### src/rtl/mexp_pkg.sv
package mexp_pkg;

    typedef enum logic [1:0] {
        ST_IDLE,
        ST_WAIT,
        ST_STEP,
        ST_FIN
    } seq_state_e;

    typedef enum logic [1:0] {
        OP_ENTER,
        OP_SQR,
        OP_MUL,
        OP_EXIT
    } mm_op_e;

endpackage

### src/rtl/mexp_csa3.sv
module mexp_csa3 #(
    parameter int L = 8
) (
    input  logic [L-1:0] a_i,
    input  logic [L-1:0] b_i,
    input  logic [L-1:0] c_i,
    output logic [L-1:0] sum_o,
    output logic [L-1:0] carry_o
);

    for (genvar k = 0; k < L; k++) begin : g_bit
        assign sum_o[k] = a_i[k] ^ b_i[k] ^ c_i[k];
        if (k == 0) begin : g_lsb
            assign carry_o[k] = 1'b0;
        end else begin : g_up
            assign carry_o[k] = (a_i[k-1] & b_i[k-1]) | (a_i[k-1] & c_i[k-1])
                              | (b_i[k-1] & c_i[k-1]);
        end
    end

endmodule

### src/rtl/mexp_mont_core.sv
module mexp_mont_core #(
    parameter int N = 32
) (
    input  logic         clk_i,
    input  logic         rst_ni,
    input  logic         kick_i,
    input  logic [N+2:0] as_i,
    input  logic [N+2:0] ac_i,
    input  logic [N+2:0] bs_i,
    input  logic [N+2:0] bc_i,
    input  logic [N+2:0] mod_i,
    output logic [N+2:0] rs_o,
    output logic [N+2:0] rc_o,
    output logic         done_o
);

    localparam int L  = N + 3;
    localparam int CW = $clog2(N + 2) + 1;
    localparam logic [CW-1:0] LAST = CW'(N + 1);

    typedef struct packed {
        logic          busy;
        logic          done;
        logic [CW-1:0] cnt;
        logic [L-1:0]  as;
        logic [L-1:0]  ac;
        logic          cy;
        logic [L-1:0]  bs;
        logic [L-1:0]  bc;
        logic [L-1:0]  ps;
        logic [L-1:0]  pc;
        logic [L-1:0]  m;
        logic [L-1:0]  s;
        logic [L-1:0]  c;
    } core_t;

    core_t st_q, st_d;

    logic         a_bit, b_low, q_bit;
    logic [L-1:0] t1, t2;
    logic [L-1:0] pre_s, pre_c;
    logic [L-1:0] x1, y1, x2, y2;

    // B + M folded into one redundant pair when an operation starts
    mexp_csa3 #(.L(L)) u_pre (
        .a_i(bs_i), .b_i(bc_i), .c_i(mod_i), .sum_o(pre_s), .carry_o(pre_c)
    );

    mexp_csa3 #(.L(L)) u_lvl1 (
        .a_i(st_q.s), .b_i(st_q.c), .c_i(t1), .sum_o(x1), .carry_o(y1)
    );

    mexp_csa3 #(.L(L)) u_lvl2 (
        .a_i(x1), .b_i(y1), .c_i(t2), .sum_o(x2), .carry_o(y2)
    );

    always_comb begin
        a_bit = st_q.as[0] ^ st_q.ac[0] ^ st_q.cy;
        b_low = st_q.bs[0] ^ st_q.bc[0];
        q_bit = st_q.s[0] ^ st_q.c[0] ^ (a_bit & b_low);
        case ({a_bit, q_bit})
            2'b10:   begin t1 = st_q.bs; t2 = st_q.bc; end
            2'b01:   begin t1 = st_q.m;  t2 = '0;      end
            2'b11:   begin t1 = st_q.ps; t2 = st_q.pc; end
            default: begin t1 = '0;      t2 = '0;      end
        endcase
    end

    always_comb begin
        st_d      = st_q;
        st_d.done = 1'b0;
        if (kick_i) begin
            st_d.busy = 1'b1;
            st_d.cnt  = '0;
            st_d.as   = as_i;
            st_d.ac   = ac_i;
            st_d.cy   = 1'b0;
            st_d.bs   = bs_i;
            st_d.bc   = bc_i;
            st_d.ps   = pre_s;
            st_d.pc   = pre_c;
            st_d.m    = mod_i;
            st_d.s    = '0;
            st_d.c    = '0;
        end else if (st_q.busy) begin
            st_d.s   = {1'b0, x2[L-1:1]};
            st_d.c   = {1'b0, y2[L-1:1]};
            st_d.as  = {1'b0, st_q.as[L-1:1]};
            st_d.ac  = {1'b0, st_q.ac[L-1:1]};
            st_d.cy  = (st_q.as[0] & st_q.ac[0]) | (st_q.as[0] & st_q.cy)
                     | (st_q.ac[0] & st_q.cy);
            st_d.cnt = st_q.cnt + CW'(1);
            if (st_q.cnt == LAST) begin
                st_d.busy = 1'b0;
                st_d.done = 1'b1;
            end
        end
    end

    always_ff @(posedge clk_i or negedge rst_ni) begin
        if (!rst_ni) st_q <= '0;
        else         st_q <= st_d;
    end

    assign rs_o   = st_q.s;
    assign rc_o   = st_q.c;
    assign done_o = st_q.done;


    low_bit_clear_chk: assert property (@(posedge clk_i) disable iff (!rst_ni)
        st_q.busy |-> !x2[0]);

    iter_bound_chk: assert property (@(posedge clk_i) disable iff (!rst_ni)
        st_q.busy |-> (st_q.cnt <= LAST));

    kick_idle_chk: assert property (@(posedge clk_i) disable iff (!rst_ni)
        kick_i |-> !st_q.busy);

    result_bound_chk: assert property (@(posedge clk_i) disable iff (!rst_ni)
        st_q.done |-> (({1'b0, st_q.s} + {1'b0, st_q.c}) < {st_q.m, 1'b0}));

endmodule

### src/rtl/mexp_cs_resolve.sv
module mexp_cs_resolve #(
    parameter int N = 32
) (
    input  logic [N+2:0] s_i,
    input  logic [N+2:0] c_i,
    input  logic [N-1:0] mod_i,
    output logic [N+2:0] res_o
);

    localparam int L = N + 3;

    logic [L-1:0] full;
    logic [L-1:0] mext;

    always_comb begin
        full  = s_i + c_i;
        mext  = L'(mod_i);
        res_o = (full >= mext) ? (full - mext) : full;
    end

endmodule

### src/rtl/mexp_engine.sv
module mexp_engine import mexp_pkg::*; #(
    parameter int N  = 32,
    parameter int EW = 32
) (
    input  logic          clk_i,
    input  logic          rst_ni,
    input  logic          start_i,
    input  logic [N-1:0]  base_i,
    input  logic [EW-1:0] exp_i,
    input  logic [N-1:0]  mod_i,
    input  logic [N-1:0]  r2_i,
    output logic [N-1:0]  result_o,
    output logic          done_o
);

    localparam int L  = N + 3;
    localparam int IW = (EW > 1) ? $clog2(EW) : 1;

    typedef struct packed {
        seq_state_e    state;
        mm_op_e        op;
        logic          kick;
        logic          lead;
        logic [IW-1:0] idx;
        logic [EW-1:0] e;
        logic [N-1:0]  x;
        logic [N-1:0]  m;
        logic [N-1:0]  r2;
        logic [L-1:0]  accs;
        logic [L-1:0]  accc;
        logic [L-1:0]  xms;
        logic [L-1:0]  xmc;
        logic [N-1:0]  res;
        logic          done;
    } seq_t;

    seq_t st_q, st_d;

    logic [L-1:0] opa_s, opa_c, opb_s, opb_c;
    logic [L-1:0] mm_s, mm_c;
    logic         mm_done;
    logic [L-1:0] res_full;
    logic         adv;

    always_comb begin
        opa_s = st_q.accs;
        opa_c = st_q.accc;
        opb_s = st_q.accs;
        opb_c = st_q.accc;
        case (st_q.op)
            OP_ENTER: begin
                opa_s = L'(st_q.x);
                opa_c = '0;
                opb_s = L'(st_q.r2);
                opb_c = '0;
            end
            OP_MUL: begin
                opb_s = st_q.xms;
                opb_c = st_q.xmc;
            end
            OP_EXIT: begin
                opb_s = L'(1);
                opb_c = '0;
            end
            default: ;
        endcase
    end

    mexp_mont_core #(.N(N)) u_core (
        .clk_i  (clk_i),
        .rst_ni (rst_ni),
        .kick_i (st_q.kick),
        .as_i   (opa_s),
        .ac_i   (opa_c),
        .bs_i   (opb_s),
        .bc_i   (opb_c),
        .mod_i  (L'(st_q.m)),
        .rs_o   (mm_s),
        .rc_o   (mm_c),
        .done_o (mm_done)
    );

    mexp_cs_resolve #(.N(N)) u_resolve (
        .s_i   (st_q.accs),
        .c_i   (st_q.accc),
        .mod_i (st_q.m),
        .res_o (res_full)
    );

    always_comb begin
        st_d      = st_q;
        st_d.kick = 1'b0;
        st_d.done = 1'b0;
        adv       = 1'b0;
        case (st_q.state)
            ST_IDLE: begin
                if (start_i) begin
                    st_d.e     = exp_i;
                    st_d.x     = base_i;
                    st_d.m     = mod_i;
                    st_d.r2    = r2_i;
                    st_d.op    = OP_ENTER;
                    st_d.kick  = 1'b1;
                    st_d.lead  = 1'b1;
                    st_d.idx   = IW'(EW - 1);
                    st_d.state = ST_WAIT;
                end
            end
            ST_WAIT: begin
                if (mm_done) begin
                    case (st_q.op)
                        OP_ENTER: begin
                            st_d.xms   = mm_s;
                            st_d.xmc   = mm_c;
                            st_d.state = ST_STEP;
                        end
                        OP_SQR: begin
                            st_d.accs = mm_s;
                            st_d.accc = mm_c;
                            if (st_q.e[st_q.idx]) begin
                                st_d.op   = OP_MUL;
                                st_d.kick = 1'b1;
                            end else begin
                                adv = 1'b1;
                            end
                        end
                        OP_MUL: begin
                            st_d.accs = mm_s;
                            st_d.accc = mm_c;
                            adv       = 1'b1;
                        end
                        default: begin
                            st_d.accs  = mm_s;
                            st_d.accc  = mm_c;
                            st_d.state = ST_FIN;
                        end
                    endcase
                end
            end
            ST_STEP: begin
                if (st_q.lead) begin
                    if (st_q.e[st_q.idx]) begin
                        st_d.accs = st_q.xms;
                        st_d.accc = st_q.xmc;
                        st_d.lead = 1'b0;
                    end
                    adv = 1'b1;
                end else begin
                    st_d.op    = OP_SQR;
                    st_d.kick  = 1'b1;
                    st_d.state = ST_WAIT;
                end
            end
            default: begin
                st_d.res   = res_full[N-1:0];
                st_d.done  = 1'b1;
                st_d.state = ST_IDLE;
            end
        endcase
        if (adv) begin
            if (st_q.idx == '0) begin
                if (st_d.lead) begin
                    st_d.accs  = L'(1);
                    st_d.accc  = '0;
                    st_d.state = ST_FIN;
                end else begin
                    st_d.op    = OP_EXIT;
                    st_d.kick  = 1'b1;
                    st_d.state = ST_WAIT;
                end
            end else begin
                st_d.idx   = st_q.idx - IW'(1);
                st_d.state = ST_STEP;
            end
        end
    end

    always_ff @(posedge clk_i or negedge rst_ni) begin
        if (!rst_ni) st_q <= '0;
        else         st_q <= st_d;
    end

    assign result_o = st_q.res;
    assign done_o   = st_q.done;


    done_pulse_chk: assert property (@(posedge clk_i) disable iff (!rst_ni)
        done_o |=> !done_o);

    result_range_chk: assert property (@(posedge clk_i) disable iff (!rst_ni)
        done_o |-> (result_o < st_q.m));

    fin_fits_chk: assert property (@(posedge clk_i) disable iff (!rst_ni)
        (st_q.state == ST_FIN) |-> (res_full[L-1:N] == '0));

    start_ignored_chk: assert property (@(posedge clk_i) disable iff (!rst_ni)
        (st_q.state != ST_IDLE) |=> ($stable(st_q.e) && $stable(st_q.m) && $stable(st_q.x)));

endmodule

### config.mk
export PLATFORM = sky130hd
export DESIGN_NAME = mexp_engine
export DESIGN_NICKNAME = d
export VERILOG_FILES = /design/src/rtl/mexp_pkg.sv /design/src/rtl/mexp_csa3.sv /design/src/rtl/mexp_mont_core.sv /design/src/rtl/mexp_cs_resolve.sv /design/src/rtl/mexp_engine.sv
export SDC_FILE = /design/constraint.sdc
export NUM_CORES = 2
export LEC_CHECK = 0
export BUFFER_PORTS_ARGS = -buffer_cell sky130_fd_sc_hd__buf_2
export CORE_ASPECT_RATIO = 1.75
export CORE_UTILIZATION = 63
export CTS_CLUSTER_DIAMETER = 120
export CTS_CLUSTER_SIZE = 28
export DETAILED_ROUTE_END_ITERATION = 10
export PLACE_DENSITY = 0.79
export SETUP_SLACK_MARGIN = 0.15
export SLEW_MARGIN = 30
export SYNTH_ARGS = -nofsm -noshare
export SYNTH_HDL_FRONTEND = slang
export SYNTH_SLANG_ARGS = --single-unit
### constraint.sdc
create_clock -name clk_i -period 5.69 [get_ports clk_i]
set_input_delay 1.138 -clock clk_i [delete_from_list [all_inputs] [get_ports clk_i]]
set_output_delay 1.138 -clock clk_i [all_outputs]
set_load 0.02 [all_outputs]
==> metrics.md <==
| Metric | Value |
|---|---|
| Status | finished clean |
| Number of clock sinks | 629 |
| Worst skew pair latency | 0.62 ns |
| Critical Path Max Stage Delay | roughly 0.44 ns |
| Fin nets | just under 4k |
| Row cnt | 114 |
| Area delta synth->final | 5.61% |
| Layout cells sized above 1 | 14.4% |
| Iteration-0 DRC count of the detailed router | between 2k and 3k |
| Most common cell after layout, fill and taps aside | dfrtp_1 |
| Clock skew | roughly 0.032 ns |
| Initial antenna violation count | 3 |
| Final Cycle Share | a little over nine tenths |
| Die ar. | ~0.057 mm² |
| ANT cells | 0 |
| Fmax | roughly 0.19 GHz |
| Non-filler cells, final | about 4.3k |
| Slew HR | 29.4% |
| Arr. time, crit path | between 5 and 6 ns |
| P_leak | between 15 and 20 nW |
| Core area | about 0.055 mm² |
| Overall Global Routing Usage | 34.4% |
| Placed cells | ~4.3k |
| Commonest non-fill, non-tap cells in the layout | dfrtp_1 (627), nand2_1 (532), nor2_1 (344), inv_1 (234), mux2_2 (228) |
| Die width | 181 µm |
| TritonCTS buffer count | 26 |
| Min cycle time layout | 5.33 ns |
| Critical path launch point type | flip-flop |
| Via density | 6.33 |
| Setup tns final | 0 ns |
| EDFF count, synth | 0 |
| Wire per inst | 22.6 µm |
| Worst Hold Class | flip-flop to flip-flop |
| Reg clk slew, reported paths | between 0.1 and 0.15 ns |
| Worst Setup End Kind | flip-flop |
| Predominant post-synthesis flop cell | dfrtp_1 |
| Worst setup path class | flip-flop to flip-flop |
| Antenna viol nets, final | 0 |
| Crit Path Max Fanout | 5 |
| # fillers | 4357 |
| Fraction of registers with async set/reset | 100% |
| Die height | 316 µm |
| Least-Margin Pin Slew | 1.06 ns |
| Longest Clk Path Bufs | 3 |
| GP Congestion | 0.970 |
| Starting Density | 64.0% |
| YS warnings | 0 |
| Pwr Density | 455 mW/mm² |
| Hold WS | 0.484 ns |
| Worst path cell trace | ha_1 -> fa_1 -> a211oi_1 -> o21ai_2 -> o21ai_0 -> nand2_1 -> and2_1 -> o21a_1 -> nor2_1 -> xnor2_1 -> ha_1 -> a41oi_1 -> o21ai_0 -> a21oi_1 -> a2111oi_0 -> buf_4 -> o41ai_2 -> o21ai_1 -> a221oi_1 -> xnor2_1 -> a31o_2 |
| Fin. Hold Viols | 0 |
| Slowest-stage cell, CP | dfrtp_1 |
| Number of synthesized register bits | 629 |
| IO buf count | 163 |
| Synth unique cells | 82 |
| Number of global-route vias before repair | 27.3k |
| CTS HTree Levels | 1 |
| RSZ-0062 raised after global routing | false |
| CTS tree | yes |
| Post-CTS setup buffers | 0 |
| Maximum vdd drop | 0.499 mV |
| Syn Nets | 3947 |
| WL final | roughly 100000 µm |
| Detailed Routing Iterations Pass 1 | 6 |
| Seq/Total Area, Yosys | ~44% |
| IO Count | 164 |
| DPL Wire Length | 66100 µm |
| Via count | 27.2k |
| Cells after synthesis | between 3k and 4k |
| Drt drc | 0 |
| Synth Cell Area | 0.0355 mm² |
| Final setup violation count | 0 |
| Max-cap violation count | 0 |
| Max-slew violation count | 0 |
| Critical Path RT | 6.20 ns |
| Clock Tree Root | clkbuf_16 |
| Largest net degree at the start of global routing | 216 |
| First-pass GRT wire length | ~150000 µm |
| Util after Layout | 67.6% |
| Syn_area_per_cell | approximately 9.8 µm² |
| Global route total overflow | 0 |
-- layout make-up --
class,instances,area (µm²),area share [%]
tap,696,871,2.32
clock buffer,28,679,1.81
timing repair buffer,215,1410,3.75
clock inverter,1,16.3,0.0434
multi-input combinational,2501,17900,47.7
sequential,629,15700,42.0
inverter,235,882,2.35
-- final timing paths --
kind | startpoint | slack, ns | cells past startpoint | to
max | st_q[103] | 0.36 | 21 | result_o[30]
min reg2reg | st_q[276] | 0.48 | 2 | st_q[276]
min in group asynchronous | rst_ni | 0.52 | 1 | u_core.st_q[92]
max reg2reg | st_q[103] | 0.36 | 21 | result_o[30]
min | st_q[276] | 0.48 | 2 | st_q[276]
max in group asynchronous | rst_ni | 3.85 | 2 | st_q[276]
-- where the power goes --
group / switching [mW] / internal (mW)
combinational: 4.82 / 3.28
sequential: 0.959 / 5.74
clock: 1.40 / 0.862
total: 7.18 / 9.89
-- registers in the layout (all words and copies together) (netlist names) --
signal,count
done_o,1
result_o,32
st_q,277
u_core.done_o,1
u_core.rc_o,34
u_core.rs_o,34
u_core.st_q,250
-- worst max-delay path, delay by kind of cell, from the launching register on --
kind	cells	cell delay, ns
adder cells (fa/ha/maj)	3	1.05
XOR/XNOR	2	0.35
AO/OA/AOI/OAI	12	2.77
flip-flops	1	0.44
AND/OR/NAND/NOR	3	0.42
buffers and inverters	1	0.18
-- per-layer routing --
layer,vias up,part of all wire (%),GRT usage (%),wire length (µm)
li1,12400,-,-,-
met1,13600,41,46.8,40100
met3,173,6.7,4.04,6570
met2,1115,49,57.9,47900
met4,4,2.8,10.7,2710
met5,-,0.024,0,23
-- repair_timing --
item,4_1_cts,5_1_grt
hold buffers,0,0
resized for setup,0,12
endpoints found under the setup margin,0,32
-- synth_stat cells, types with 4 or more instances --
| cell type | instances | area [µm²] |
|---|---|---|
| fa_1 | 102 | 2040 |
| nand2_1 | 534 | 2000 |
| nand3_1 | 21 | 105 |
| o221ai_1 | 5 | 43.8 |
| buf_4 | 33 | 248 |
| mux4_2 | 10 | 225 |
| a22oi_1 | 131 | 983 |
| a21oi_1 | 227 | 1140 |
| o21ai_0 | 147 | 736 |
| nand2b_1 | 6 | 37.5 |
| xor2_1 | 33 | 289 |
| ha_1 | 80 | 1000 |
| nor3b_1 | 4 | 30.0 |
| mux2_2 | 228 | 2570 |
| clkbuf_1 | 180 | 676 |
| o211ai_1 | 11 | 82.6 |
| o21bai_1 | 11 | 82.6 |
| dfrtp_1 | 629 | 15700 |
| xnor2_1 | 30 | 263 |
| buf_1 | 39 | 146 |
| a211oi_1 | 42 | 315 |
| nor2b_1 | 50 | 313 |
| a21o_1 | 25 | 188 |
| buf_2 | 14 | 70.1 |
| nor4_1 | 5 | 31.3 |
| a221oi_1 | 4 | 35.0 |
| and2_1 | 6 | 37.5 |
| a31oi_1 | 23 | 144 |
| a22o_1 | 72 | 631 |
| inv_1 | 234 | 878 |
| mux2i_1 | 176 | 1760 |
| nand4_1 | 25 | 156 |
| nor3_1 | 16 | 80.1 |
| or3_1 | 7 | 43.8 |
| o21a_1 | 7 | 52.6 |
| nor2_1 | 346 | 1300 |
| a311oi_1 | 5 | 43.8 |
| a221o_1 | 9 | 90.1 |
| and3_1 | 13 | 81.3 |
| o31ai_1 | 22 | 165 |
| o311ai_0 | 5 | 43.8 |
-- through the flow --
| stage | instance area, µm² | setup slack [ns] | power (mW) |
|---|---|---|---|
| floorplan | 35500 | 0.794 | 12.3 |
| global placement | 36700 | 0.343 | 14.5 |
| detailed placement | 36700 | 0.178 | 14.7 |
| CTS | 37400 | 0.171 | 17.0 |
| global route | 37500 | 0.152 | 18.5 |
| finish | 37500 | 0.364 | 17.1 |
-- logic make-up after synthesis --
| logic type | count (synthesis) | synth area share (%) |
|---|---|---|
| simple gates | 1051 | 12.3 |
| compound gates | 789 | 14.6 |
| flops | 629 | 44.3 |
| buf+inv | 504 | 5.79 |
| mux | 415 | 12.9 |
| fa+ha+maj | 183 | 8.60 |
| xor+xnor | 63 | 1.55 |
No activity file was read; power rests on OpenSTA's default activity.
